$ cat src/rtl/gpio_pad_pkg.sv
package gpio_pad_pkg;
    localparam int CFG_W      = 32;
    localparam int OUTV_BIT   = 0;
    localparam int INV_BIT_1  = 1;
    localparam int TXDIS_BIT  = 8;
    localparam int RXDIS_BIT  = 9;
    localparam int FSEL_LSB   = 10;
    localparam int FSEL_W     = 4;
    localparam int STEER_LSB  = 17;
    localparam int STEER_W    = 4;
    localparam int RXINV_BIT  = 23;
    localparam int EVSEL_LSB  = 25;
    localparam int EVSEL_W    = 2;

    typedef enum logic [EVSEL_W-1:0] {
        EV_LEVEL = 2'd0,
        EV_EDGE  = 2'd1,
        EV_OFF   = 2'd2,
        EV_BOTH  = 2'd3
    } ev_sel_e;

    localparam logic [CFG_W-1:0] STORE_MASK =
        (CFG_W'(1) << OUTV_BIT) | (CFG_W'(1) << TXDIS_BIT) | (CFG_W'(1) << RXDIS_BIT) |
        (CFG_W'((1 << FSEL_W) - 1) << FSEL_LSB) |
        (CFG_W'((1 << STEER_W) - 1) << STEER_LSB) |
        (CFG_W'(1) << RXINV_BIT) |
        (CFG_W'((1 << EVSEL_W) - 1) << EVSEL_LSB);

    localparam logic [CFG_W-1:0] CFG_RESET =
        (CFG_W'(EV_OFF) << EVSEL_LSB) | (CFG_W'(1) << TXDIS_BIT);
endpackage

$ cat src/rtl/gpio_pad_sync.sv
module gpio_pad_sync #(
    parameter int STAGES = 2
) (
    input  logic clk,
    input  logic rst_n,
    input  logic d_i,
    output logic q_o
);
    logic [STAGES-1:0] chain_d, chain_q;

    generate
        if (STAGES == 1) begin : g_single
            always_comb chain_d = d_i;
        end else begin : g_multi
            always_comb chain_d = {chain_q[STAGES-2:0], d_i};
        end
    endgenerate

    always_ff @(posedge clk or negedge rst_n) begin
        if (!rst_n) chain_q <= '0;
        else        chain_q <= chain_d;
    end

    assign q_o = chain_q[STAGES-1];
endmodule

$ cat src/rtl/gpio_pad_evdet.sv
module gpio_pad_evdet
    import gpio_pad_pkg::*;
(
    input  logic    clk,
    input  logic    rst_n,
    input  logic    smp_i,
    input  logic    inv_i,
    input  logic    rx_off_i,
    input  ev_sel_e sel_i,
    output logic    ev_o
);
    typedef struct packed {
        logic prev;
    } det_t;

    det_t st_d, st_q;
    logic cur_x, prev_x;

    always_comb begin
        st_d      = st_q;
        st_d.prev = smp_i;
        cur_x     = smp_i ^ inv_i;
        prev_x    = st_q.prev ^ inv_i;
        ev_o      = 1'b0;
        if (!rx_off_i) begin
            unique case (sel_i)
                EV_LEVEL: ev_o = cur_x;
                EV_EDGE:  ev_o = cur_x & ~prev_x;
                EV_BOTH:  ev_o = cur_x ^ prev_x;
                default:  ev_o = 1'b0;
            endcase
        end
    end

    always_ff @(posedge clk or negedge rst_n) begin
        if (!rst_n) st_q <= '0;
        else        st_q <= st_d;
    end
endmodule

$ cat src/rtl/gpio_pad_evt.sv
module gpio_pad_evt
    import gpio_pad_pkg::*;
#(
    parameter int SYNC_STAGES = 2
) (
    input  logic             clk,
    input  logic             rst_n,
    input  logic             cfg_we,
    input  logic [CFG_W-1:0] cfg_wdata,
    output logic [CFG_W-1:0] cfg_rdata,
    input  logic             pad_in,
    output logic             pad_out,
    output logic             pad_oe,
    output logic             pad_val,
    output logic             evt_o,
    output logic [3:0]       route_o,
    output logic [3:0]       alt_mode_o
);
    logic [CFG_W-1:0] cfg_d, cfg_q;
    logic             smp;
    logic             gpio_mode;

    always_comb begin
        cfg_d = cfg_q;
        if (cfg_we) begin
            cfg_d = cfg_wdata & STORE_MASK;
            if (cfg_d[FSEL_LSB +: FSEL_W] == '0)
                cfg_d[STEER_LSB +: STEER_W] = '0;
        end
    end

    always_ff @(posedge clk or negedge rst_n) begin
        if (!rst_n) cfg_q <= CFG_RESET;
        else        cfg_q <= cfg_d;
    end

    gpio_pad_sync #(.STAGES(SYNC_STAGES)) u_sync (
        .clk  (clk),
        .rst_n(rst_n),
        .d_i  (pad_in),
        .q_o  (smp)
    );

    gpio_pad_evdet u_det (
        .clk     (clk),
        .rst_n   (rst_n),
        .smp_i   (smp),
        .inv_i   (cfg_q[RXINV_BIT]),
        .rx_off_i(cfg_q[RXDIS_BIT]),
        .sel_i   (ev_sel_e'(cfg_q[EVSEL_LSB +: EVSEL_W])),
        .ev_o    (evt_o)
    );

    always_comb begin
        gpio_mode            = (cfg_q[FSEL_LSB +: FSEL_W] == '0);
        cfg_rdata            = cfg_q;
        cfg_rdata[INV_BIT_1] = smp;
        pad_out              = cfg_q[OUTV_BIT];
        pad_oe               = gpio_mode & ~cfg_q[TXDIS_BIT];
        pad_val              = cfg_q[TXDIS_BIT] ? smp : cfg_q[OUTV_BIT];
        route_o              = cfg_q[STEER_LSB +: STEER_W];
        alt_mode_o           = cfg_q[FSEL_LSB +: FSEL_W];
    end
endmodule

$ cat config.mk
export PLATFORM = sky130hd
export DESIGN_NAME = gpio_pad_evt
export DESIGN_NICKNAME = d
export VERILOG_FILES = /design/src/rtl/gpio_pad_pkg.sv /design/src/rtl/gpio_pad_sync.sv /design/src/rtl/gpio_pad_evdet.sv /design/src/rtl/gpio_pad_evt.sv
export SDC_FILE = /design/constraint.sdc
export NUM_CORES = 1
export LEC_CHECK = 0
export BUFFER_PORTS_ARGS = -buffer_cell sky130_fd_sc_hd__buf_4
export CAP_MARGIN = 25
export CORE_MARGIN = 2
export CORE_UTILIZATION = 34
export DETAILED_ROUTE_END_ITERATION = 7
export GPL_TIMING_DRIVEN = 0
export PLACE_DENSITY_LB_ADDON = 0.1
export SYNTH_ARGS = -nofsm -noshare
export SYNTH_HDL_FRONTEND = slang
export SYNTH_SLANG_ARGS = --single-unit
$ cat constraint.sdc
create_clock -name clk -period 1.6 [get_ports clk]
set_clock_uncertainty 0.1 [all_clocks]
set_input_delay 0.32 -clock clk [delete_from_list [all_inputs] [get_ports clk]]
set_output_delay 0.32 -clock clk [all_outputs]
set_load 0.1 [all_outputs]
* After elaboration in Yosys (flattened, before gate mapping)
Index checks and enable logic that the tools add are counted.
** Storage, ports and cells
- Register bits after elaboration :: 17
- Bits in latches :: 0
- RAM bits :: 0
- Memory bits (read-only) :: 0
- Output and inout bits :: 44
- Word-level logic and storage cells :: 19
- Memories :: 0
** Cells by class
- $add $sub $neg :: 0
- Multipliers :: 0
- Div/mod/pow operators :: 0
- $lt $le $gt $ge :: 0
- Equal/unequal tests :: 2
- Shifts and indexed selects :: 0
- Mux-type cells :: 4
- Bitwise gates (word level) :: 7
- Reductions and logical operators :: 3
** Operators by type and width (number)
- 4-bit logical NOT :: 2
- 4-bit two-way mux :: 1
- 1-bit one-hot mux with 3 select lines :: 1
- 1-bit bitwise XOR :: 3
- 1-bit AND :: 2
- 2-bit by 1-bit == test with 1-bit output (second input constant) :: 1
- 2-bit == test (second input constant) :: 1
- 2-bit logical NOT :: 1
- 1-bit two-way mux :: 2
- 1-bit NOT :: 2

* Longest topological paths before layout
- Depth after elaboration :: 5
- Mapped depth :: 4
- Gate-level depth less buffers :: 4

* By module
From an unflattened synthesis, not the netlist that was laid out.
** Second synthesis, totals
- Cell total of the unflattened synthesis :: 81
- Area total of the unflattened synthesis :: 923.4 um2
** By module, submodules not included
- gpio_pad_evt :: times used 1, cells each 70, area an instance 784.5 um2, sequential area each 352.8 um2
- gpio_pad_evdet :: times used 1, cells each 9, area an instance 88.8 um2, sequential area each 25.0 um2
- gpio_pad_sync :: times used 1, cells each 2, area an instance 50.0 um2, sequential area each 50.0 um2

* Worst setup path after synthesis
OpenSTA, ideal clock, no wires.
- Path kind :: flip-flop to output port
- Start point :: register cfg_q[10]
- End point :: output port pad_oe
- Arrival time :: 2.633 ns
- Required time :: 1.180 ns
- Setup slack :: -1.453 ns
- Cell stages (with the launch flop) :: 3
- Path buffers :: 0
- Cells stage by stage :: dfrtp_1 -> or4_1 -> nor2_1
** Between the ends
- Cells in the longest elaborated chain, start to end :: 2
** RTL lines
- from (decl) :: RTL line gpio_pad_evt.sv:19 : logic [CFG_W-1:0] cfg_d, cfg_q;
- from (signal assigned) :: RTL line gpio_pad_evt.sv:34 : else cfg_q <= cfg_d;
- 4-bit logical NOT :: RTL line gpio_pad_evt.sv:55 : gpio_mode = (cfg_q[FSEL_LSB +: FSEL_W] == '0);
- 1-bit AND :: RTL line gpio_pad_evt.sv:59 : pad_oe = gpio_mode & ~cfg_q[TXDIS_BIT];
- to (decl) :: RTL line gpio_pad_evt.sv:13 : output logic pad_oe,
Every way passes these cells.

* Worst setup path in the final report
- Start point :: register u_sync.chain_q[1]
- End point :: output port evt_o
** Between the ends
- Cells in the longest elaborated chain, start to end :: 4
- Elaborated cells on any way between the ends :: 5
- Classes of those cells :: mux: 2; bitwise: 3
** RTL lines
- from (decl) :: RTL line gpio_pad_sync.sv:9 : logic [STAGES-1:0] chain_d, chain_q;
- from (signal assigned) :: RTL line gpio_pad_sync.sv:21 : else chain_q <= chain_d;
- 1-bit bitwise XOR (*) :: RTL line gpio_pad_evdet.sv:22 : cur_x = smp_i ^ inv_i;
- 1-bit bitwise XOR or 1-bit AND (tied branches) :: RTL line gpio_pad_evdet.sv:29, gpio_pad_evdet.sv:28
- 1-bit one-hot mux with 3 select lines (*) :: RTL line gpio_pad_evdet.sv:26 : unique case (sel_i)
- 1-bit two-way mux (*) :: RTL line gpio_pad_evdet.sv:25 : if (!rx_off_i) begin
- to (decl) :: RTL line gpio_pad_evt.sv:15 : output logic evt_o,
Mark *: on every way between the ends. The rest lies on a longest branch, timed or not.

==> impl_metrics.env <==
export IMPL_outcome="complete, but fails checks"
export IMPL_violations="setup timing"
export IMPL_clkTransAtPathRegs_ns=0.10
export IMPL_hold_start="cfg_wdata[0]"
export IMPL_cp_arrival_ns=1.80
export IMPL_final_setup_tns_ns=-1.52
export IMPL_yosysSeqAreaShare_pct=45.6
export IMPL_start_util_pct=34.9
export IMPL_rsz0062_at_grt="yes"
export IMPL_fmax_ghz=0.450
export IMPL_final_util_pct=60.7
export IMPL_cts_sinks=17
export IMPL_cts_buffer_depth=2
export IMPL_core_sq_um=2690
export IMPL_layout_commonest_cell="buf_4"
export IMPL_critical_path_class="reg2out"
export IMPL_synth_largest_area_cell="dfrtp_1"
export IMPL_grt_usage_pct=12.6
export IMPL_rows=19
export IMPL_grt_pass1_vias=733
export IMPL_required_ns=1.18
export IMPL_netlist_area_sq_um=938
export IMPL_r2r_cells=3
export IMPL_nNetsFinal=193
export IMPL_fp_dieH_um=56.5
export IMPL_drt_total_wl_mm=1.88
export IMPL_drv_cap=0
export IMPL_die_area_sq_um=3200
export IMPL_first_pass_iters=2
export IMPL_critPathMaxStageDelay_ns=0.42
export IMPL_slew_viol_final=0
export IMPL_ys_seq_elements=17
export IMPL_postSynthCellCount=82
export IMPL_io_buffer_count=43
export IMPL_min_period_over_period_pct=139
export IMPL_r2r_start="cfg_q[8]"
export IMPL_fin_ws_ns=-0.621
export IMPL_die_w_um=56.5
export IMPL_grt_max_degree=18
export IMPL_drc_errors=0
export IMPL_place_gp_congestion=0.604
export IMPL_r2r_end="cfg_q[8]"
export IMPL_p_leak_nw=0.832
export IMPL_crit_slowest_cell="dfrtp_1"
export IMPL_area_growth_pct=73.7
export IMPL_cts_htree_levels=1
export IMPL_grt_pass1_wl_mm=3.13
export IMPL_drive_gt1_share_pct=72.3
export IMPL_hold_violations=0
export IMPL_setup_violations=5
export IMPL_io_pins=80
export IMPL_cts_buffers=3
export IMPL_final_cell_mix="66 x buf_4, 17 x conb_1, 10 x mux2_2"
export IMPL_insertedDiodeCount=0
export IMPL_cts_tree="built"
export IMPL_fillers=228
export IMPL_min_period_ns=2.22
export IMPL_drtIter0Drc=4
export IMPL_synth_area_leaders="dfrtp_1 40%, buf_4 23%, mux2_2 13%"
export IMPL_end_kind="output pin"
export IMPL_vias_per_cell=4.09
export IMPL_synth_top_area_share_pct=40.0
export IMPL_p_per_area_nw_per_um2=1130
export IMPL_synth_cell_types=18
export IMPL_postRouteAntennaNets=0
export IMPL_root_buffer="clkbuf_4"
export IMPL_hold_path_class="in2reg"
export IMPL_path_max_fanout=3
export IMPL_min_to="cfg_q[0]"
export IMPL_critPathLaunchType="flip-flop"
export IMPL_whs_path_depth=2
export IMPL_clk_latency_ns=0.28
export IMPL_ir_worst_vdd_v=0.000804
export IMPL_wl_per_cell_um=10.1
export IMPL_syn_area_per_cell_sq_um=11.4
export IMPL_synth_warnings=0
export IMPL_dr_total_vias=761
export IMPL_r2r_setup_slack_ns=0.48
export IMPL_antenna_found_initial=0
export IMPL_overflow=0
export IMPL_crit_chain="xor2_1 -> ha_1 -> nor4bb_1 -> a211o_2 -> buf_12"
## sequential cells by signal (all words and copies together) (netlist names)
name / count
u_sync.chain_q: 2
cfg_q: 14
u_det.st_q: 1
## cell type report
type,instances,area [sq um],area share [%]
sequential,17,453,27.8
inverter,4,15.0,0.921
timing repair buffer,53,522,32.0
clock buffer,4,26.3,1.61
multi-input combinational,46,332,20.3
tap,31,38.8,2.38
buffer,31,244,15.0
## synthesized netlist by cell type
cell type / count
buf_4: 29
dfrtp_1: 15
mux2_2: 11
inv_1: 4
nand2_1: 4
o22ai_1: 4
buf_6: 2
dfstp_2: 2
nor4bb_1: 2
a211o_1: 1
conb_1: 1
ha_1: 1
nor2_1: 1
nor3_1: 1
nor4_2: 1
or4_1: 1
xnor2_1: 1
xor2_1: 1
## power breakdown
part	switching (W)	internal [W]	leakage, nW	total (W)
logic	0.000781	0.000316	0.628	0.00110
registers	0.0000395	0.000482	0.189	0.000522
clock network	0.000127	0.0000967	0.0150	0.000224
## stage by stage
stage	instances	setup slack (ns)	power (W)	instance area, sq um	hold slack (ns)
2_1_floorplan	98	-0.501	0.00136	1040	-0.0756
3_3_place_gp	172	-0.368	0.00151	1400	0.0989
3_5_place_dp	172	-0.431	0.00152	1400	0.101
4_1_cts	182	-0.655	0.00183	1560	0.0237
5_1_grt	186	-0.745	0.00193	1630	0.132
6_report	186	-0.621	0.00184	1630	0.163
## what timing repair did
item,in CTS,in global routing
gates cloned,0,0
gates resized for setup,21,10
buffers inserted,5,4
endpoints found under the setup margin,5,10
endpoints found under the hold margin,15,1
pin swaps,2,2
hold buffers,1,1
## cells by family after synthesis
kind of cell	synth area share, %
other	0.400
xor gates and xnor gates	1.87
adders and majority gates	1.33
buffers and inverters	27.2
AOI/OAI and AO/OA	3.60
muxes	13.2
and+or+nand+nor	6.80
DFF	45.6
## routing by layer
layer  vias to the layer above  global-route usage (%)  routed length, um  part of all wire (%)
li1                        373                       -                  -                     -
met1                       353                    12.7                645                    34
met2                        33                    23.8               1070                    57
met3                         2                    3.00                159                   8.4
met4                         0                    6.12                 12                  0.64
met5                         -                       0                  0                     0
## worst max-delay path, delay by kind of cell (launching register included)
kind,cells,cell delay (ns)
flops,1,0.42
simple gates,1,0.28
fa+ha+maj,1,0.26
xor+xnor,1,0.22
compound gates,1,0.17
buf+inv,1,0.17
## worst max path at each step
| stage | startpoint | to | slack, ns | cells past startpoint |
|---|---|---|---|---|
| 6_report | u_sync.chain_q[1] | evt_o | -0.62 | 5 |
| 5_1_grt | cfg_q[23] | evt_o | -0.75 | 5 |
| 4_1_cts | cfg_q[23] | evt_o | -0.66 | 5 |
| 3_5_place_dp | u_sync.chain_q[1] | evt_o | -0.43 | 5 |
| 3_3_place_gp | u_sync.chain_q[1] | evt_o | -0.37 | 5 |
| 2_1_floorplan | cfg_q[13] | pad_oe | -0.50 | 2 |
Note: power is estimated with default switching activity, not from simulation.
